**src/rtl/psb_pkg.sv**
```systemverilog
package psb_pkg;
    localparam int ST_W   = 13;
    localparam int ST_LSB = 19;

    // event bit indices inside the 13-bit event vector (bit 12 = register bit 31)
    localparam int B_RUNDERREAD = 12;
    localparam int B_ROVERREAD  = 11;
    localparam int B_RUNDERRUN  = 10;
    localparam int B_TOVERRUN   = 9;
    localparam int B_TDONE      = 8;
    localparam int B_RDONE      = 7;
    localparam int B_TMISMATCH  = 6;
    localparam int B_TFLUSHED   = 5;
    localparam int B_RFLUSHED   = 4;
    localparam int B_TPFULL     = 3;
    localparam int B_TPEMPTY    = 2;
    localparam int B_RPFULL     = 1;
    localparam int B_RPEMPTY    = 0;

    localparam logic [31:0] FLUSH_KEY = 32'h0000_00A5;

    localparam logic [5:0] A_EVT   = 6'h00;
    localparam logic [5:0] A_ENA   = 6'h04;
    localparam logic [5:0] A_TFLSH = 6'h08;
    localparam logic [5:0] A_TVAC  = 6'h0C;
    localparam logic [5:0] A_TDAT  = 6'h10;
    localparam logic [5:0] A_TLEN  = 6'h14;
    localparam logic [5:0] A_RFLSH = 6'h18;
    localparam logic [5:0] A_ROCC  = 6'h1C;
    localparam logic [5:0] A_RDAT  = 6'h20;
    localparam logic [5:0] A_RLEN  = 6'h24;
    localparam logic [5:0] A_CFLSH = 6'h28;
    localparam logic [5:0] A_TDST  = 6'h2C;
    localparam logic [5:0] A_RDST  = 6'h30;

    typedef enum logic {T_IDLE, T_SEND}  tx_state_e;
    typedef enum logic {R_IDLE, R_DRAIN} rx_state_e;
endpackage

```
**src/rtl/psb_fifo.sv**
```systemverilog
module psb_fifo #(
    parameter int W     = 32,
    parameter int DEPTH = 16
) (
    input  logic                       clk,
    input  logic                       rst_n,
    input  logic                       clr,
    input  logic                       push,
    input  logic [W-1:0]               din,
    input  logic                       pop,
    output logic [W-1:0]               dout,
    output logic [$clog2(DEPTH):0]     count,
    output logic                       full,
    output logic                       empty
);
    localparam int AW = $clog2(DEPTH);

    logic [W-1:0] mem [DEPTH];
    logic [AW:0]  wp, rp;

    always_ff @(posedge clk or negedge rst_n) begin
        if (!rst_n) begin
            wp <= '0;
            rp <= '0;
        end else if (clr) begin
            wp <= '0;
            rp <= '0;
        end else begin
            if (push && !full) wp <= wp + 1'b1;
            if (pop && !empty) rp <= rp + 1'b1;
        end
    end

    always_ff @(posedge clk) begin
        if (push && !full && !clr) mem[wp[AW-1:0]] <= din;
    end

    always_comb begin
        count = wp - rp;
        full  = (count == (AW+1)'(DEPTH));
        empty = (count == '0);
        dout  = mem[rp[AW-1:0]];
    end


    fifo_no_overflow_chk: assert property (@(posedge clk) disable iff (!rst_n)
        push && !clr |-> !full);
endmodule

```
**src/rtl/psb_tx.sv**
```systemverilog
module psb_tx
    import psb_pkg::*;
#(
    parameter int DEPTH = 16
) (
    input  logic                    clk,
    input  logic                    rst_n,
    input  logic                    clr,
    input  logic                    wr_word,
    input  logic [31:0]             wdata,
    input  logic                    launch,
    input  logic [31:0]             len_bytes,
    input  logic                    tready,
    output logic                    tvalid,
    output logic [31:0]             tdata,
    output logic                    tlast,
    output logic [$clog2(DEPTH):0]  occ,
    output logic [$clog2(DEPTH):0]  vacancy,
    output logic                    ev_overrun,
    output logic                    ev_mismatch,
    output logic                    ev_done
);
    localparam int AW = $clog2(DEPTH);
    localparam logic [AW:0] LIM = (AW+1)'(DEPTH - 4);

    logic [32:0] mem [DEPTH];   // {last, data}
    logic [AW:0] wp, cm, rp, pend, wp_m1;
    logic        accept, len_ok, commit, pop;
    tx_state_e   state_q, state_d;

    always_comb begin
        occ     = wp - rp;
        pend    = wp - cm;
        wp_m1   = wp - 1'b1;
        vacancy = (occ >= LIM) ? '0 : LIM - occ;
        accept  = wr_word && (vacancy != '0);
        len_ok  = (len_bytes[1:0] == 2'b00) && (len_bytes[31:2] == 30'(pend)) && (pend != '0);
        commit  = launch && len_ok;
        pop     = (state_q == T_SEND) && tready;
        ev_overrun  = wr_word && (vacancy == '0) && !clr;
        ev_mismatch = launch && !len_ok && !clr;
        ev_done     = pop && mem[rp[AW-1:0]][32] && !clr;
    end

    // next-state process
    always_comb begin
        state_d = state_q;
        unique case (state_q)
            T_IDLE: if (rp != cm) state_d = T_SEND;
            T_SEND: if (tready && mem[rp[AW-1:0]][32]) state_d = T_IDLE;
        endcase
    end

    always_ff @(posedge clk or negedge rst_n) begin
        if (!rst_n)   state_q <= T_IDLE;
        else if (clr) state_q <= T_IDLE;
        else          state_q <= state_d;
    end

    // output process
    always_comb begin
        tvalid = (state_q == T_SEND);
        tdata  = mem[rp[AW-1:0]][31:0];
        tlast  = (state_q == T_SEND) && mem[rp[AW-1:0]][32];
    end

    always_ff @(posedge clk or negedge rst_n) begin
        if (!rst_n) begin
            wp <= '0;
            cm <= '0;
            rp <= '0;
        end else if (clr) begin
            wp <= '0;
            cm <= '0;
            rp <= '0;
        end else begin
            if (accept)                wp <= wp + 1'b1;
            else if (launch && !len_ok) wp <= cm;
            if (commit)                cm <= wp;
            if (pop)                   rp <= rp + 1'b1;
        end
    end

    always_ff @(posedge clk) begin
        if (accept && !clr) mem[wp[AW-1:0]] <= {1'b0, wdata};
        if (commit && !clr) mem[wp_m1[AW-1:0]][32] <= 1'b1;
    end


    tx_hold_chk: assert property (@(posedge clk) disable iff (!rst_n)
        tvalid && !tready && !clr |=> tvalid && $stable(tdata) && $stable(tlast));

    tx_occ_limit_chk: assert property (@(posedge clk) disable iff (!rst_n)
        occ <= LIM);

    tx_mismatch_drop_chk: assert property (@(posedge clk) disable iff (!rst_n)
        ev_mismatch |=> (pend == '0));
endmodule

```
**src/rtl/psb_rx.sv**
```systemverilog
module psb_rx
    import psb_pkg::*;
#(
    parameter int DEPTH    = 16,
    parameter int LQ_DEPTH = 4,
    parameter int DEST_W   = 4
) (
    input  logic                    clk,
    input  logic                    rst_n,
    input  logic                    clr,
    input  logic                    tvalid,
    input  logic [31:0]             tdata,
    input  logic                    tlast,
    input  logic [DEST_W-1:0]       tdest,
    output logic                    tready,
    input  logic                    rd_len,
    input  logic                    rd_data,
    output logic [31:0]             len_val,
    output logic [31:0]             data_val,
    output logic [DEST_W-1:0]       cur_dest,
    output logic [$clog2(DEPTH):0]  occ,
    output logic [$clog2(DEPTH):0]  store_cnt,
    output logic                    ev_rc,
    output logic                    ev_overread,
    output logic                    ev_underread,
    output logic                    ev_underrun
);
    localparam int AW = $clog2(DEPTH);
    localparam int LW = DEST_W + AW + 1;
    localparam int LAW = $clog2(LQ_DEPTH);

    logic [31:0]       d_dout;
    logic              d_full, d_empty;
    logic [LW-1:0]     lq_din, lq_dout;
    logic [LAW:0]      lq_cnt;
    logic              lq_full, lq_empty;
    logic [AW:0]       wcnt, remain, done_q, lq_words;
    logic              beat, pkt_end, pop_len, pop_d;
    rx_state_e         state_q, state_d;

    psb_fifo #(.W(32), .DEPTH(DEPTH)) u_data (
        .clk(clk), .rst_n(rst_n), .clr(clr),
        .push(beat), .din(tdata), .pop(pop_d), .dout(d_dout),
        .count(store_cnt), .full(d_full), .empty(d_empty));

    psb_fifo #(.W(LW), .DEPTH(LQ_DEPTH)) u_lenq (
        .clk(clk), .rst_n(rst_n), .clr(clr),
        .push(pkt_end), .din(lq_din), .pop(pop_len), .dout(lq_dout),
        .count(lq_cnt), .full(lq_full), .empty(lq_empty));

    always_comb begin
        tready   = !d_full && !lq_full;
        beat     = tvalid && tready;
        pkt_end  = beat && tlast;
        lq_din   = {tdest, wcnt + 1'b1};
        lq_words = lq_dout[AW:0];
        pop_len  = rd_len && (state_q == R_IDLE) && !lq_empty && !clr;
        pop_d    = rd_data && (state_q == R_DRAIN) && !clr;
        ev_rc        = pkt_end && !clr;
        ev_underrun  = rd_len && (state_q == R_IDLE) && lq_empty && !clr;
        ev_underread = rd_len && (state_q == R_DRAIN) && !clr;
        ev_overread  = rd_data && (state_q == R_IDLE) && !clr;
        occ      = done_q;
    end

    // next-state process
    always_comb begin
        state_d = state_q;
        unique case (state_q)
            R_IDLE:  if (pop_len) state_d = R_DRAIN;
            R_DRAIN: if (pop_d && remain == (AW+1)'(1)) state_d = R_IDLE;
        endcase
    end

    always_ff @(posedge clk or negedge rst_n) begin
        if (!rst_n)   state_q <= R_IDLE;
        else if (clr) state_q <= R_IDLE;
        else          state_q <= state_d;
    end

    // output process
    always_comb begin
        len_val  = (state_q == R_IDLE && !lq_empty) ? (32'(lq_words) << 2) : 32'd0;
        data_val = (state_q == R_DRAIN) ? d_dout : 32'd0;
    end

    always_ff @(posedge clk or negedge rst_n) begin
        if (!rst_n) begin
            wcnt     <= '0;
            remain   <= '0;
            done_q   <= '0;
            cur_dest <= '0;
        end else if (clr) begin
            wcnt     <= '0;
            remain   <= '0;
            done_q   <= '0;
            cur_dest <= '0;
        end else begin
            if (pkt_end)   wcnt <= '0;
            else if (beat) wcnt <= wcnt + 1'b1;
            if (pop_len) begin
                remain   <= lq_words;
                cur_dest <= lq_dout[LW-1:AW+1];
            end else if (pop_d) begin
                remain <= remain - 1'b1;
            end
            done_q <= done_q + (pkt_end ? wcnt + 1'b1 : '0) - (pop_d ? (AW+1)'(1) : '0);
        end
    end


    rx_drain_has_data_chk: assert property (@(posedge clk) disable iff (!rst_n)
        state_q == R_DRAIN |-> !d_empty);

    rx_occ_chk: assert property (@(posedge clk) disable iff (!rst_n)
        done_q <= store_cnt);
endmodule

```
**src/rtl/pkt_stream_bridge.sv**
```systemverilog
module pkt_stream_bridge
    import psb_pkg::*;
#(
    parameter int TX_DEPTH = 16,
    parameter int RX_DEPTH = 16,
    parameter int LQ_DEPTH = 4,
    parameter int DEST_W   = 4,
    parameter int TX_PF    = 10,
    parameter int TX_PE    = 2,
    parameter int RX_PF    = 12,
    parameter int RX_PE    = 2
) (
    input  logic              clk,
    input  logic              rst_n,
    input  logic              reg_wr,
    input  logic              reg_rd,
    input  logic [5:0]        reg_addr,
    input  logic [31:0]       reg_wdata,
    output logic [31:0]       reg_rdata,
    output logic              tx_tvalid,
    input  logic              tx_tready,
    output logic [31:0]       tx_tdata,
    output logic              tx_tlast,
    output logic [DEST_W-1:0] tx_tdest,
    input  logic              rx_tvalid,
    output logic              rx_tready,
    input  logic [31:0]       rx_tdata,
    input  logic              rx_tlast,
    input  logic [DEST_W-1:0] rx_tdest,
    output logic              irq
);
    localparam int TAW = $clog2(TX_DEPTH);
    localparam int RAW = $clog2(RX_DEPTH);

    logic [ST_W-1:0]   st_q, ena_q, st_set, st_clr;
    logic [DEST_W-1:0] tdest_q, rx_cur_dest;
    logic [TAW:0]      tx_occ, tx_vac;
    logic [RAW:0]      rx_occ, rx_cnt;
    logic [31:0]       rx_len_val, rx_data_val;
    logic              key, core_flush, tx_clr, rx_clr;
    logic              tx_ovr, tx_mis, tx_done;
    logic              rx_rc, rx_over, rx_under, rx_urun;

    always_comb begin
        key        = (reg_wdata == FLUSH_KEY);
        core_flush = reg_wr && reg_addr == A_CFLSH && key;
        tx_clr     = core_flush || (reg_wr && reg_addr == A_TFLSH && key);
        rx_clr     = core_flush || (reg_wr && reg_addr == A_RFLSH && key);
    end

    psb_tx #(.DEPTH(TX_DEPTH)) u_tx (
        .clk(clk), .rst_n(rst_n), .clr(tx_clr),
        .wr_word(reg_wr && reg_addr == A_TDAT), .wdata(reg_wdata),
        .launch(reg_wr && reg_addr == A_TLEN), .len_bytes(reg_wdata),
        .tready(tx_tready), .tvalid(tx_tvalid), .tdata(tx_tdata), .tlast(tx_tlast),
        .occ(tx_occ), .vacancy(tx_vac),
        .ev_overrun(tx_ovr), .ev_mismatch(tx_mis), .ev_done(tx_done));

    psb_rx #(.DEPTH(RX_DEPTH), .LQ_DEPTH(LQ_DEPTH), .DEST_W(DEST_W)) u_rx (
        .clk(clk), .rst_n(rst_n), .clr(rx_clr),
        .tvalid(rx_tvalid), .tdata(rx_tdata), .tlast(rx_tlast), .tdest(rx_tdest),
        .tready(rx_tready),
        .rd_len(reg_rd && reg_addr == A_RLEN), .rd_data(reg_rd && reg_addr == A_RDAT),
        .len_val(rx_len_val), .data_val(rx_data_val), .cur_dest(rx_cur_dest),
        .occ(rx_occ), .store_cnt(rx_cnt),
        .ev_rc(rx_rc), .ev_overread(rx_over), .ev_underread(rx_under), .ev_underrun(rx_urun));

    always_comb begin
        st_set = '0;
        st_set[B_RUNDERREAD] = rx_under;
        st_set[B_ROVERREAD]  = rx_over;
        st_set[B_RUNDERRUN]  = rx_urun;
        st_set[B_TOVERRUN]   = tx_ovr;
        st_set[B_TDONE]      = tx_done;
        st_set[B_RDONE]      = rx_rc;
        st_set[B_TMISMATCH]  = tx_mis;
        st_set[B_TFLUSHED]   = tx_clr;
        st_set[B_RFLUSHED]   = rx_clr;
        st_set[B_TPFULL]     = 32'(tx_occ) >= 32'(TX_PF);
        st_set[B_TPEMPTY]    = 32'(tx_occ) <= 32'(TX_PE);
        st_set[B_RPFULL]     = 32'(rx_cnt) >= 32'(RX_PF);
        st_set[B_RPEMPTY]    = 32'(rx_cnt) <= 32'(RX_PE);
        st_clr = (reg_wr && reg_addr == A_EVT) ? reg_wdata[31:ST_LSB] : '0;
    end

    always_ff @(posedge clk or negedge rst_n) begin
        if (!rst_n) begin
            st_q    <= '0;
            ena_q   <= '0;
            tdest_q <= '0;
        end else begin
            st_q <= (st_q & ~st_clr) | st_set;
            if (core_flush) begin
                ena_q   <= '0;
                tdest_q <= '0;
            end else begin
                if (reg_wr && reg_addr == A_ENA)  ena_q   <= reg_wdata[31:ST_LSB];
                if (reg_wr && reg_addr == A_TDST) tdest_q <= reg_wdata[DEST_W-1:0];
            end
        end
    end

    always_comb begin
        case (reg_addr)
            A_EVT:   reg_rdata = {st_q, {ST_LSB{1'b0}}};
            A_ENA:   reg_rdata = {ena_q, {ST_LSB{1'b0}}};
            A_TVAC:  reg_rdata = 32'(tx_vac);
            A_ROCC:  reg_rdata = 32'(rx_occ);
            A_RDAT:  reg_rdata = rx_data_val;
            A_RLEN:  reg_rdata = rx_len_val;
            A_TDST:  reg_rdata = 32'(tdest_q);
            A_RDST:  reg_rdata = 32'(rx_cur_dest);
            default: reg_rdata = 32'd0;
        endcase
        tx_tdest = tdest_q;
        irq      = |(st_q & ena_q);
    end


    tx_key_flush_chk: assert property (@(posedge clk) disable iff (!rst_n)
        tx_clr |=> tx_vac == (TAW+1)'(TX_DEPTH - 4));

    rx_key_flush_chk: assert property (@(posedge clk) disable iff (!rst_n)
        rx_clr |=> rx_occ == '0);

    w1c_chk: assert property (@(posedge clk) disable iff (!rst_n)
        reg_wr && reg_addr == A_EVT && reg_wdata[ST_LSB + B_TDONE] && !tx_done
        |=> !st_q[B_TDONE]);
endmodule

```
**config.mk**
```make
export PLATFORM = sky130hd
export DESIGN_NAME = pkt_stream_bridge
export DESIGN_NICKNAME = d
export VERILOG_FILES = /design/src/rtl/psb_pkg.sv /design/src/rtl/psb_fifo.sv /design/src/rtl/psb_tx.sv /design/src/rtl/psb_rx.sv /design/src/rtl/pkt_stream_bridge.sv
export SDC_FILE = /design/constraint.sdc
export NUM_CORES = 1
export LEC_CHECK = 0
export BUFFER_PORTS_ARGS = -buffer_cell sky130_fd_sc_hd__clkbuf_2
export CAP_MARGIN = 10
export CORE_MARGIN = 3
export CORE_UTILIZATION = 45
export CTS_CLUSTER_SIZE = 24
export DETAILED_ROUTE_END_ITERATION = 7
export GPL_TIMING_DRIVEN = 0
export PLACE_DENSITY = 0.6
export SLEW_MARGIN = 20
export SYNTH_ARGS = -nofsm -noshare
export SYNTH_HDL_FRONTEND = slang
export SYNTH_SLANG_ARGS = --single-unit
```
**constraint.sdc**
```tcl
create_clock -name clk -period 9.2 [get_ports clk]
set_clock_uncertainty 0.2 [all_clocks]
set_input_delay 0.46 -clock clk [delete_from_list [all_inputs] [get_ports clk]]
set_output_delay 0.46 -clock clk [all_outputs]
set_load 0.05 [all_outputs]
```
# Word level (Yosys, flattened, before mapping)
# Memories as Yosys holds them, arrays and structs flattened.
# Index checks and enable logic that the tools add are counted.
[totals] reg_bits=82 latch_bits=0 ram_bits=1076 rom_bits=0 inputBits=81 elab_cells=199 n_memories=3
[mem_list] memory="u_tx.mem" words=16 width=33 rd=1 rd_clocked_by_memory_dff=0 write_ports=1 line_no="psb_tx.sv:26" text="logic [32:0] mem [DEPTH];"
[mem_list] memory="u_rx.u_data.mem" words=16 width=32 rd=1 rd_clocked_by_memory_dff=0 write_ports=1 line_no="psb_fifo.sv:18" text="logic [W-1:0] mem [DEPTH];"
[mem_list] memory="u_rx.u_lenq.mem" words=4 width=9 rd=1 rd_clocked_by_memory_dff=0 write_ports=1 line_no="psb_fifo.sv:18"
[op_classes] n_addsub=16 multipliers=0 div_mod_pow=0 n_lt_le_gt_ge=5 eq_ne=18 shifts=0 muxes=54 bitwise=6 reduce_logical=81
[ops] operator="$pmux 32 s8" n=1
[ops] operator="$mux 5" n=20
[ops] operator="$logic_and 1x1->1" n=51
[ops] operator="$mux 13" n=3
[ops] operator="$mux 33" n=1
[ops] operator="$reduce_or 33->1" n=1
[ops] operator="$eq 32x8->1 const B" n=1
[ops] operator="$mux 32" n=1
[ops] operator="$eq 30x5->1" n=1
[ops] operator="$eq 6x6->1 const B" n=5
[ops] operator="$and 13x13->13" n=2
[ops] operator="$add 5x1->5 const B" n=5
[ops] operator="$eq 6x5->1 const B" n=4
[ops] operator="$mux 4" n=5
[ops] operator="$sub 5x5->5" n=4
[ops] operator="$reduce_bool 2->1" n=9
[ops] operator="$ge 5x4->1 const B" n=3
[ops] operator="$mux 1" n=15
[ops] operator="$not 13->13" n=1
[ops] operator="$or 13x13->13" n=1
[ops] operator="$reduce_or 13->1" n=1
[ops] operator="$eq 6x4->1 const B" n=2
[ops] operator="$mux 3" n=4
[ops] operator="$le 5x2->1 const B" n=2
[ops] operator="23 further kinds" n=37

# Longest topological paths before layout
# Gate-level depths: netlist (run 1).
[logic_depth] depth_word=10 depth_mapped=20 ltp_nobuf=19

# By module
# From an unflattened synthesis (run 1), not the netlist that was laid out.
[unflattened] cells_unflattened=2572 area_unflattened_um2=47714.5
[by_module_without_submodules] module="psb_tx" n_inst=1 cells_per_inst=992 area_each_um2=21579.4 seq_area_each_um2=16095.4
[by_module_without_submodules] module="psb_fifo (u_rx.u_data)" n_inst=1 cells_per_inst=1030 area_each_um2=20390.8 seq_area_each_um2=15625.0
[by_module_without_submodules] module="pkt_stream_bridge" n_inst=1 cells_per_inst=244 area_each_um2=2197.1 seq_area_each_um2=750.7
[by_module_without_submodules] module="psb_fifo (u_rx.u_lenq)" n_inst=1 cells_per_inst=100 area_each_um2=1818.0 seq_area_each_um2=1231.2
[by_module_without_submodules] module="psb_rx" n_inst=1 cells_per_inst=206 area_each_um2=1729.2 seq_area_each_um2=500.5

# Worst setup path before layout (run 1)
# Ideal clock, no wire load.
[synth_timing] path_kind="register -> register" startpoint="register u_rx.u_data.rp[1]" endpoint="memory u_rx.u_data.mem[30][0] (netlist: u_rx.u_data.mem[15][0]), enable pin" arrival_ps=6051 t_required_ps=8498 path_slack_ps=2448 path_stages_with_launch=13 path_buffers=4 synth_period_minus_slack_ps=6752 path_cell_list="dfrtp_1 > clkbuf_1 > clkbuf_1 > clkbuf_1 > inv_1 > fa_1 > a21o_1 > a21oi_1 > xnor2_1 > o2111ai_2 > nand3b_1 > clkbuf_1 > nor4_1"
[synth_between] elab_chain_cells=9
[synth_lines] item="start, declared" line_no="psb_fifo.sv:19" text="logic [AW:0] wp, rp;"
[synth_lines] item="start signal, assigned" line_no="psb_fifo.sv:30" text="if (pop && !empty) rp <= rp + 1'b1;"
[synth_lines] item="$sub 5x5->5 *" line_no="psb_fifo.sv:39" text="count = wp - rp;"
[synth_lines] item="$eq 5x5->1 *" line_no="psb_fifo.sv:40" text="full = (count == (AW+1)'(DEPTH));"
[synth_lines] item="$logic_not 1->1 *" line_no="psb_fifo.sv:35, psb_rx.sv:52"
[synth_lines] item="$logic_and 1x1->1" line_no="psb_rx.sv:52" text="tready = !d_full && !lq_full;"
[synth_lines] item="$logic_and 1x1->1" line_no="psb_rx.sv:53" text="beat = tvalid && tready;"
[synth_lines] item="$logic_and 1x1->1 * (2 in series)" line_no="psb_fifo.sv:35" text="if (push && !full && !clr) mem[wp[AW-1:0]] <= din;"
[synth_lines] item="$mux 1 *" line_no="psb_fifo.sv:35"
[synth_lines] item="$mux 1 (not written as such) *" line_no="psb_fifo.sv:35"
[synth_lines] item="end, declared" line_no="psb_fifo.sv:18"
# Mark *: on every way between the ends. The rest lies on a longest branch, timed or not.

# Worst setup path in the final report (run 1)
[layout_timing] startpoint="register u_tx.rp[1]" endpoint="memory u_tx.mem[2][16], enable pin"
[layout_between] elab_chain_cells=9 word_cells_on_any_way=10 classes_between="add/sub (2); order compare (1); mux (4); reduce/logical (3)"
[layout_lines] item="start, declared" line_no="psb_tx.sv:27" text="logic [AW:0] wp, cm, rp, pend, wp_m1;"
[layout_lines] item="start signal, assigned" line_no="psb_tx.sv:80" text="if (pop) rp <= rp + 1'b1;"
[layout_lines] item="$sub 5x5->5 *" line_no="psb_tx.sv:32" text="occ = wp - rp;"
[layout_lines] item="$sub 4x5->5 or $ge 5x4->1 (tied branches)" line_no="psb_tx.sv:35" text="vacancy = (occ >= LIM) ? '0 : LIM - occ;"
[layout_lines] item="$mux 5 *" line_no="psb_tx.sv:35"
[layout_lines] item="$reduce_bool 5->1 *" line_no="psb_tx.sv:36" text="accept = wr_word && (vacancy != '0);"
[layout_lines] item="$logic_and 1x1->1 *" line_no="psb_tx.sv:36"
[layout_lines] item="$logic_and 1x1->1 *" line_no="psb_tx.sv:85" text="if (accept && !clr) mem[wp[AW-1:0]] <= {1'b0, wdata};"
[layout_lines] item="$mux 1 *" line_no="psb_tx.sv:85"
[layout_lines] item="$mux 1 (not written as such) *" line_no="psb_tx.sv:85"
[layout_lines] item="$mux 2 (no line) *"
[layout_lines] item="end, declared" line_no="psb_tx.sv:26"
# Marks and branches as above.

==> metrics.txt, run 1 <==
power per standard cell area=266.0 nW/um^2; clock tree from TritonCTS=done; ANT nets after route=0; start point of the worst min-delay path=reg_wdata[22]; adder-cell share of the synthesized area=1.245%; Worst IR Drop VDD=0.0002421 V; Leak Pwr=18.03 nW; clock-pin slew on the worst setup and hold paths=0.06 ns; largest family of logic cells by synthesized area=multiplexers; number of detailed-routing iterations run before antenna repair=6; endpoint required time on the critical path=9.39 ns; routability congestion estimate=0.8685; sinks on the clock net=1158; DR DRC count=0; post-CTS setup buffer count=0; synthesized area divided by synthesized cell count=20.33 sq um; area of the core=102300 sq um; cells after synthesis=2295; Mapped Area=46650 sq um; net load switching power=4.409 mW; Seq cells post-synth=1158; number of clock buffers inserted by TritonCTS=114; total nets after synthesis=2420; final period demand of the worst path=6.003 ns; dominant cell by count in the synthesized netlist=sky130_fd_sc_hd__edfxtp_1; final net count=2844; setup repair after global routing missed its margin=no; Final Core Density=53.13%; buffer cell driving the clock tree root=sky130_fd_sc_hd__clkbuf_16; status=completed; Final Hold Slack=0.06953 ns; cell count after placement=3918; worst-case headroom to the max-slew limit=21.29%; number of global-route vias before repair=25320; fraction of power spent switching nets=30.49%; Clk network pwr share=31.4%; post-layout instance area=54360 sq um; relative contribution of sequential cells to total power=43.1%; x dimension of the die=328.0 um; total overflow reported by the global router=0; combined global-route utilization of all metal layers=21.76%; highest attainable clock frequency=166.6 MHz; fraction of layout instances using a drive strength above 1=29.56%; die area=107600 sq um; Clock H-tree levels=3; pre-CTS worst setup slack=3.198 ns; count of synthesis-stage warnings from yosys=0; number of enable flip-flop cells after synthesis=1076; maximum number of pins on one net before global-route repair=83; area fraction of the dominant cell type after synthesis=69.27%; kind of path behind the tightest hold check=in2reg; average wire per standard cell=27.65 um; number of cells traversed by the worst hold path=3; height of the chip=328.0 um; type of element capturing the critical path=flop; growth of design area from synthesis to finish=16.54%; total number of vias=24270; number of violations of the max-capacitance limit=0; worst endpoint data arrival time=6.19 ns; initial antenna violation count=8; half-perimeter wire length after placement=77390 um; via density per instance=5.796; final setup fails=0; portion of the clock cycle consumed by the worst path in the final layout=65.24%; kind of launch point of the worst setup path=flop; xor/xnor cell area share of the yosys netlist=0.8637%; max-slew violation count=0; post-cts hold buffer count=53; post-route insts no fill=4188; proportion of register bits with asynchronous set or reset after synthesis=7.081%; launch point of the worst path=u_tx.rp[1]; sum of negative setup slack=0 ns; First DRT Iteration DRCs=2421; number of library cell types mapped by synthesis=74; proportion of synthesized chip area in sequential cells=73.67%; internal power summed over all cells=10.05 mW; Crit Path Max Fanout=10; global-route wire length before repair=170800 um; Port Buffers=151; total chip power=14.46 mW; starting utilization of the core area=45.59%; final number of hold-violating endpoints=0; top area cells in the synthesized netlist=sky130_fd_sc_hd__edfxtp_1 (69%), sky130_fd_sc_hd__mux4_2 (16%), sky130_fd_sc_hd__dfrtp_1 (4.4%), sky130_fd_sc_hd__ha_1 (1.1%), sky130_fd_sc_hd__nand2_1 (0.78%); placed instance area=50140 sq um; clock latency on the worst-skew pair=0.69 ns; Gates resized, CTS repair=0; part of the power in combinational logic=25.5%; standard-cell row count=117; area fraction in compound gates after synthesis=2.360%; most instantiated cells after synthesis=sky130_fd_sc_hd__edfxtp_1 (1076), sky130_fd_sc_hd__mux4_2 (334), sky130_fd_sc_hd__nand2_1 (97), sky130_fd_sc_hd__clkbuf_1 (93), sky130_fd_sc_hd__dfrtp_1 (82); ys flop type=sky130_fd_sc_hd__edfxtp_1; area share of and/or/nand/nor cells after synthesis=3.938%; R2R Path Start=u_tx.rp[1]; mux share of post-synthesis cell area=16.28%; boundary pin count=153; final worst slack=3.197 ns; Bufs on Longest Clock Path=3; path type of the worst setup path=reg2reg; total detailed-routing wirelength=115800 um; cell taking the most area after synthesis=sky130_fd_sc_hd__edfxtp_1; worst slew pin tran=1.170 ns; reg2reg path depth=15
-- sequential cells by signal, summed over array words and instances (netlist names), 3 cells and up --
| name | cells |
|---|---|
| u_tx.mem | 528 |
| u_rx.u_data.mem | 512 |
| u_rx.u_lenq.mem | 36 |
| ena_q | 13 |
| st_q | 13 |
| u_rx.occ | 5 |
| u_rx.remain | 5 |
| u_rx.u_data.rp | 5 |
| u_rx.u_data.wp | 5 |
| u_rx.wcnt | 5 |
| u_tx.cm | 5 |
| u_tx.rp | 5 |
| u_tx.wp | 5 |
| tx_tdest | 4 |
| u_rx.cur_dest | 4 |
| u_rx.u_lenq.rp | 3 |
| u_rx.u_lenq.wp | 3 |
-- layout make-up --
class	instances	area, sq um
antenna	5	12.51
inverter	59	221.5
tap	1368	1712
clock inverter	69	629.4
fill	7962	47960
timing repair buffer	308	2158
multi-input combinational	938	11660
sequential	1158	34360
clock buffer	143	3034
buffer	140	573.1
-- kinds of logic after synthesis --
logic type,after synthesis
and+or+nand+nor,349
buffers and inverters,199
muxes,341
DFF,1158
xor gates and xnor gates,46
adders and majority gates,44
AOI/OAI and AO/OA,158
-- cells in the final DEF, fill, tap and decap left out, types with 19 or more instances in the layout --
master / Yosys / final
sky130_fd_sc_hd__a21oi_1: 55 / 55
sky130_fd_sc_hd__and2_1: 30 / 22
sky130_fd_sc_hd__buf_1: 39 / 23
sky130_fd_sc_hd__buf_2: 6 / 28
sky130_fd_sc_hd__buf_4: 0 / 60
sky130_fd_sc_hd__buf_6: 2 / 28
sky130_fd_sc_hd__clkbuf_1: 93 / 113
sky130_fd_sc_hd__clkbuf_16: 0 / 116
sky130_fd_sc_hd__clkbuf_2: 0 / 164
sky130_fd_sc_hd__clkinv_1: 0 / 24
sky130_fd_sc_hd__clkinv_2: 0 / 25
sky130_fd_sc_hd__dfrtp_1: 82 / 82
sky130_fd_sc_hd__dlygate4sd3_1: 0 / 53
sky130_fd_sc_hd__edfxtp_1: 1076 / 1076
sky130_fd_sc_hd__ha_1: 40 / 40
sky130_fd_sc_hd__inv_1: 57 / 57
sky130_fd_sc_hd__mux4_2: 334 / 334
sky130_fd_sc_hd__nand2_1: 97 / 97
sky130_fd_sc_hd__nand3_1: 49 / 49
sky130_fd_sc_hd__nor2_1: 46 / 46
sky130_fd_sc_hd__o21ai_0: 20 / 20
sky130_fd_sc_hd__xnor2_1: 27 / 27
sky130_fd_sc_hd__xor2_1: 19 / 19
-- worst paths after layout --
kind / to / slack, ns
max: u_tx.mem[2][16] / 3.20
min: ena_q[3] / 0.07
max reg2reg: u_tx.mem[2][16] / 3.20
min reg2reg: u_rx.cur_dest[2] / 0.32
max in group asynchronous: u_rx.wcnt[2] / 8.08
min in group asynchronous: u_rx.u_lenq.rp[1] / 0.20
-- critical path, cell delays in order, from the launching register on --
cell	delay (ns)
sky130_fd_sc_hd__dfrtp_1	0.42
sky130_fd_sc_hd__clkbuf_1	0.67
sky130_fd_sc_hd__buf_1	0.63
sky130_fd_sc_hd__clkbuf_1	0.65
sky130_fd_sc_hd__inv_1	0.11
sky130_fd_sc_hd__ha_1	0.31
sky130_fd_sc_hd__nor2b_1	0.13
sky130_fd_sc_hd__o21a_1	0.17
sky130_fd_sc_hd__or3_1	0.32
sky130_fd_sc_hd__nand3_1	0.13
sky130_fd_sc_hd__nand3_1	0.22
sky130_fd_sc_hd__clkbuf_1	0.36
sky130_fd_sc_hd__nor3_2	0.73
sky130_fd_sc_hd__buf_6	0.25
sky130_fd_sc_hd__buf_4	0.22
sky130_fd_sc_hd__buf_6	0.17
-- routing by layer --
layer | GRT usage [%] | wire, um
met1 | 28.78 | 46550
met2 | 36.77 | 58780
met3 | 4.864 | 7890
met4 | 5.503 | 2533
met5 | 0 | 46
-- power by group through the flow --
stage	clock network [mW]	logic [mW]	registers, mW
CTS	4.61	3.74	6.23
global route	4.83	3.95	6.26
finish	4.53	3.69	6.23
detailed placement	0	3.70	6.34
floorplan	0	2.62	6.30
global placement	0	3.59	6.34
No activity file was read; power rests on OpenSTA's default activity.
==> run 2: changes to the inputs <==
==> constraint.sdc (replaced) <==
create_clock -name clk -period 6.2 [get_ports clk]
set_clock_uncertainty 0.2 [all_clocks]
set_input_delay 0.31 -clock clk [delete_from_list [all_inputs] [get_ports clk]]
set_output_delay 0.31 -clock clk [all_outputs]
set_load 0.05 [all_outputs]
==> run 2 against run 1 <==
Non-clock buffer count rose by 17. Highest routed layer unchanged. Cell count rose by 0.41%. Flip-flop and latch count did not move. Die area did not move. Via count rose by 0.52%. Combinational power rose by 49%. Setup slack got worse by 2.8 ns. Maximum frequency rose by 2.6%. Critical path depth fell by 3. Largest cell class unchanged. Clock power rose by 49%.
==> metrics.txt, run 2 (synthesis results as in run 1) <==
status=completed; Worst IR Drop VDD=0.0003583 V; pre-CTS worst setup slack=0.1983 ns; crit-path max cell delay=0.82 ns; sinks on the clock net=1158; power per standard cell area=393.5 nW/um^2; start point of the worst min-delay path=reg_wdata[5]; R2R Path Start=u_rx.u_data.rp[1]; Crit path depth=12; total overflow reported by the global router=0; setup repair after global routing missed its margin=no; ANT nets after route=0; via density per instance=5.803; growth of design area from synthesis to finish=16.95%; worst reg2reg endpoint=u_rx.u_data.mem[9][20]; x dimension of the die=328.0 um; Port Buffers=151; die area=107600 sq um; worst-case headroom to the max-slew limit=22.33%; kind of path behind the tightest hold check=in2reg; met3 Resource Use GR=4.846%; launch point of the worst path=u_rx.u_data.rp[1]; initial antenna violation count=9; list of cells traversed by the critical path=clkbuf_1 > clkbuf_1 > clkbuf_1 > inv_1 > fa_1 > a21o_1 > a21oi_1 > xnor2_1 > o2111ai_2 > nand3b_1 > nor4b_1 > and2_4; Crit Path Max Fanout=32; starting utilization of the core area=45.59%; worst endpoint data arrival time=5.95 ns; most frequent cells in the layout=sky130_fd_sc_hd__edfxtp_1 (1076), sky130_fd_sc_hd__mux4_2 (334), sky130_fd_sc_hd__clkbuf_2 (165); buffer cell driving the clock tree root=sky130_fd_sc_hd__clkbuf_16; global-route wire length before repair=171100 um; routability congestion estimate=0.8685; highest attainable clock frequency=170.9 MHz; busiest layer in global routing=met2; crit path buf inv count=4; Most common cell on crit path=sky130_fd_sc_hd__clkbuf_1; cell count after placement=3918; Fillers=7948; final worst slack=0.3501 ns; met2 track utilization from global routing=36.79%; final net count=2861; final setup fails=0; post-route insts no fill=4205; clock tree from TritonCTS=done; max-slew violation count=0; total number of vias=24400; clock-pin slew on the worst setup and hold paths=0.06 ns; type of element capturing the critical path=flop; capture point of the worst path=u_rx.u_data.mem[9][20]; final period demand of the worst path=5.850 ns; most common library cell in the layout ignoring fill and taps=sky130_fd_sc_hd__edfxtp_1; portion of the clock cycle consumed by the worst path in the final layout=94.35%; number of violations of the max-capacitance limit=0; final number of hold-violating endpoints=0; slack of the worst reg-to-reg path=0.35 ns; boundary pin count=153; GRT met1 Usage=28.82%; number of global-route vias before repair=25420; Top Family by Delay on Critical Path=simple AND/OR/NAND/NOR gates; standard-cell row count=117; combined global-route utilization of all metal layers=21.79%; height of the chip=328.0 um; Final Core Density=53.32%; number of detailed-routing iterations run before antenna repair=6; reg2reg path depth=12; endpoint required time on the critical path=6.30 ns; path type of the worst setup path=reg2reg; worst slew pin tran=1.154 ns; fraction of layout instances using a drive strength above 1=29.41%; clock latency on the worst-skew pair=0.70 ns; flip-flop count of the largest register after layout=528; DR DRC count=0; Clock H-tree levels=3; maximum number of pins on one net before global-route repair=83; number of clock buffers inserted by TritonCTS=114; half-perimeter wire length after placement=77390 um; kind of launch point of the worst setup path=flop; average wire per standard cell=27.55 um; cell with the biggest individual delay on the critical path=sky130_fd_sc_hd__nor4b_1; Leak Pwr=18.11 nW; Bufs on Longest Clock Path=3; total detailed-routing wirelength=115900 um; First DRT Iteration DRCs=2440; area of the core=102300 sq um; Final Hold Slack=0.03638 ns
-- run 2: how the worst min path moves through the flow --
stage | endpoint | slack, ns | cells past startpoint
floorplan | ena_q[0] | -0.19 | 0
global placement | st_q[4] | 0.30 | 2
detailed placement | u_rx.wcnt[4] | 0.22 | 1
CTS | u_tx.mem[4][11] | 0.002 | 2
global route | u_tx.mem[14][5] | 0.008 | 2
finish | u_tx.mem[14][5] | 0.04 | 2
-- run 2: metrics by stage --
stage          total power, mW  instance area [sq um]  setup TNS [ns]
3_5_place_dp             14.90                  50140               0
6_report                 21.47                  54560               0
4_1_cts                  21.64                  54500               0
2_1_floorplan            13.25                  46650          -53.02
5_1_grt                  22.33                  54550               0
3_3_place_gp             14.74                  49110        -2621.92
-- run 2: power breakdown --
part           internal (mW)  total (mW)  switching [mW]
registers               9.04        9.25           0.211
logic                   2.08        5.49            3.41
clock network           3.81        6.73            2.92
total                   14.9        21.5            6.54
-- run 2: per-layer routing --
layer | up-vias | share of wire (%)
met5 | - | 0.040
met4 | 8 | 2.4
met3 | 167 | 6.9
met2 | 921 | 51
met1 | 12950 | 40
li1 | 10360 | -
-- run 2: cell type report --
cell class                 instances  area (sq um)  share of cell area [%]
sequential                      1158         34360                   62.99
multi-input combinational        938         11670                   21.40
clock buffer                     143          3034                   5.562
timing repair buffer             325          2328                   4.268
tap                             1368          1712                   3.137
clock inverter                    69         629.4                   1.154
buffer                           140         580.6                   1.064
inverter                          59         221.5                  0.4059
antenna                            5         12.51                 0.02293
-- run 2: timing repair --
| action | in CTS | in global routing |
|---|---|---|
| endpoints found under the hold margin | 701 | 0 |
| setup buffers | 0 | 0 |
| hold buffers | 70 | 0 |
| gates resized for setup | 0 | 6 |
| endpoints found under the setup margin | 0 | 61 |
==> run 3: changes to the inputs <==
==> constraint.sdc (replaced) <==
create_clock -name clk -period 6.2 [get_ports clk]
set_clock_uncertainty 0.2 [all_clocks]
set_input_delay 0.93 -clock clk [delete_from_list [all_inputs] [get_ports clk]]
set_output_delay 0.93 -clock clk [all_outputs]
set_load 0.05 [all_outputs]
==> run 3 against run 2 <==
Global-route usage shrank 0.088 points. Clock power is essentially flat. Flip-flop and latch count is the same. Non-clock buffer count shrank 70. Worst hold slack gained 0.066 ns. First-iteration DRC count grew 1.1%. Power shrank 0.19%. Setup slack lost 0.047 ns. Largest cell class unchanged. Highest routed layer unchanged.
==> metrics.txt, run 3 (synthesis results as in run 1) <==
Most common cell on crit path=sky130_fd_sc_hd__clkbuf_2; Worst IR Drop VDD=0.0003593 V; met3 Resource Use GR=5.075%; final number of hold-violating endpoints=0; GRT met1 Usage=28.56%; x dimension of the die=328.0 um; Fillers=8002; total detailed-routing wirelength=115400 um; boundary pin count=153; total number of vias=24060; First DRT Iteration DRCs=2467; fraction of layout instances using a drive strength above 1=30.23%; area of the core=102300 sq um; via density per instance=5.820; path type of the worst setup path=reg2out; portion of the clock cycle consumed by the worst path in the final layout=95.11%; starting utilization of the core area=45.59%; number of clock buffers inserted by TritonCTS=114; combined global-route utilization of all metal layers=21.70%; half-perimeter wire length after placement=77390 um; Clock H-tree levels=3; post-layout instance area=53850 sq um; buffer cell driving the clock tree root=sky130_fd_sc_hd__clkbuf_16; die area=107600 sq um; maximum number of pins on one net before global-route repair=83; global-route wire length before repair=170100 um; number of detailed-routing iterations run before antenna repair=7; Crit Path Max Fanout=10; cell with the biggest individual delay on the critical path=sky130_fd_sc_hd__buf_1; launch point of the worst path=u_tx.rp[1]; Leak Pwr=17.82 nW; final setup fails=0; met2 track utilization from global routing=36.56%; ANT nets after route=0; post-route insts no fill=4134; clock tree from TritonCTS=done; list of cells traversed by the critical path=clkbuf_2 > buf_1 > clkbuf_2 > inv_1 > ha_1 > nor2b_1 > o21a_1 > or3_1 > and2_1 > clkbuf_1 > nand2_1 > o21ai_0 > o211ai_1 > clkbuf_2; most frequent cells in the layout=sky130_fd_sc_hd__edfxtp_1 (1076), sky130_fd_sc_hd__mux4_2 (334), sky130_fd_sc_hd__clkbuf_2 (166); growth of design area from synthesis to finish=15.44%; max-slew violation count=0; height of the chip=328.0 um; type of element capturing the critical path=output port; Port Buffers=151; placed instance area=50140 sq um; average wire per standard cell=27.92 um; number of violations of the max-capacitance limit=0; Bufs on Longest Clock Path=3; final period demand of the worst path=5.897 ns; power per standard cell area=397.9 nW/um^2; post-CTS setup buffer count=0; kind of launch point of the worst setup path=flop; busiest layer in global routing=met2; flip-flop count of the largest register after layout=528; worst-case headroom to the max-slew limit=20.85%; worst slew pin tran=1.176 ns; DR DRC count=0; final net count=2791; setup repair after global routing missed its margin=no; most common library cell in the layout ignoring fill and taps=sky130_fd_sc_hd__edfxtp_1; standard-cell row count=117; clock latency on the worst-skew pair=0.69 ns; clock-pin slew on the worst setup and hold paths=0.06 ns; routability congestion estimate=0.8685; number of global-route vias before repair=25090; R2R Path Start=u_rx.u_data.rp[1]; status=completed; sinks on the clock net=1158; endpoint required time on the critical path=5.07 ns; highest attainable clock frequency=169.6 MHz; sum of negative setup slack=0 ns; cell count after placement=3918; total overflow reported by the global router=0; worst endpoint data arrival time=4.77 ns; initial antenna violation count=15; crit-path max cell delay=0.61 ns; kind of path behind the tightest hold check=in2async
[run 3: worst max-delay path: cells and delay by family (launching register included)]
kind / cells / cell delay [ns]
compound gates: 3 / 0.62
flops: 1 / 0.42
fa+ha+maj: 1 / 0.29
buf+inv: 6 / 2.04
simple gates: 4 / 0.71
[run 3: per-layer routing]
layer	vias up	share of wire (%)
met3	167	7.0
met1	12830	40
met4	18	2.3
li1	10220	-
met5	-	0.11
met2	834	51
[run 3: through the flow]
stage,hold WS (ns),utilization (%),power (mW),setup WS (ns)
floorplan,0.2632,-,13.25,-0.5524
global placement,0.2969,48.00,14.74,-6.082
detailed placement,0.3133,49.00,14.90,-0.03650
CTS,0.07989,52.59,21.61,0.02962
global route,0.1249,52.62,22.29,0.03181
finish,0.1022,52.62,21.42,0.3033
[run 3: layout make-up]
type	instances	area [sq um]	share of cell area (%)
sequential	1158	34360	63.81
multi-input combinational	938	11670	21.67
clock buffer	143	3034	5.635
tap	1368	1712	3.179
timing repair buffer	255	1628	3.023
clock inverter	69	629.4	1.169
buffer	140	583.1	1.083
inverter	59	221.5	0.4113
antenna	4	10.01	0.01859
[run 3: worst paths after layout]
check	cells after the start	slack (ns)	end
max in group asynchronous	1	5.18	u_rx.wcnt[2]
worst max register to register	12	0.36	u_rx.u_data.mem[0][29]
worst min register to register	1	0.32	u_rx.cur_dest[2]
min in group clk	1	0.27	u_rx.u_lenq.mem[0][5]
worst max-delay path	14	0.30	reg_rdata[0]
worst min-delay path	1	0.10	u_rx.u_lenq.rp[1]
[run 3: repair_timing]
action,in CTS,in global routing
setup endpoints to repair,5,26
pin swaps,0,0
hold buffers,0,0
cloned,0,0
gates resized for setup,3,5
[run 3: power breakdown]
group	switching, mW	internal [mW]	total [mW]
clock network	2.92	3.81	6.72
logic	3.40	2.05	5.45
registers	0.211	9.04	9.25
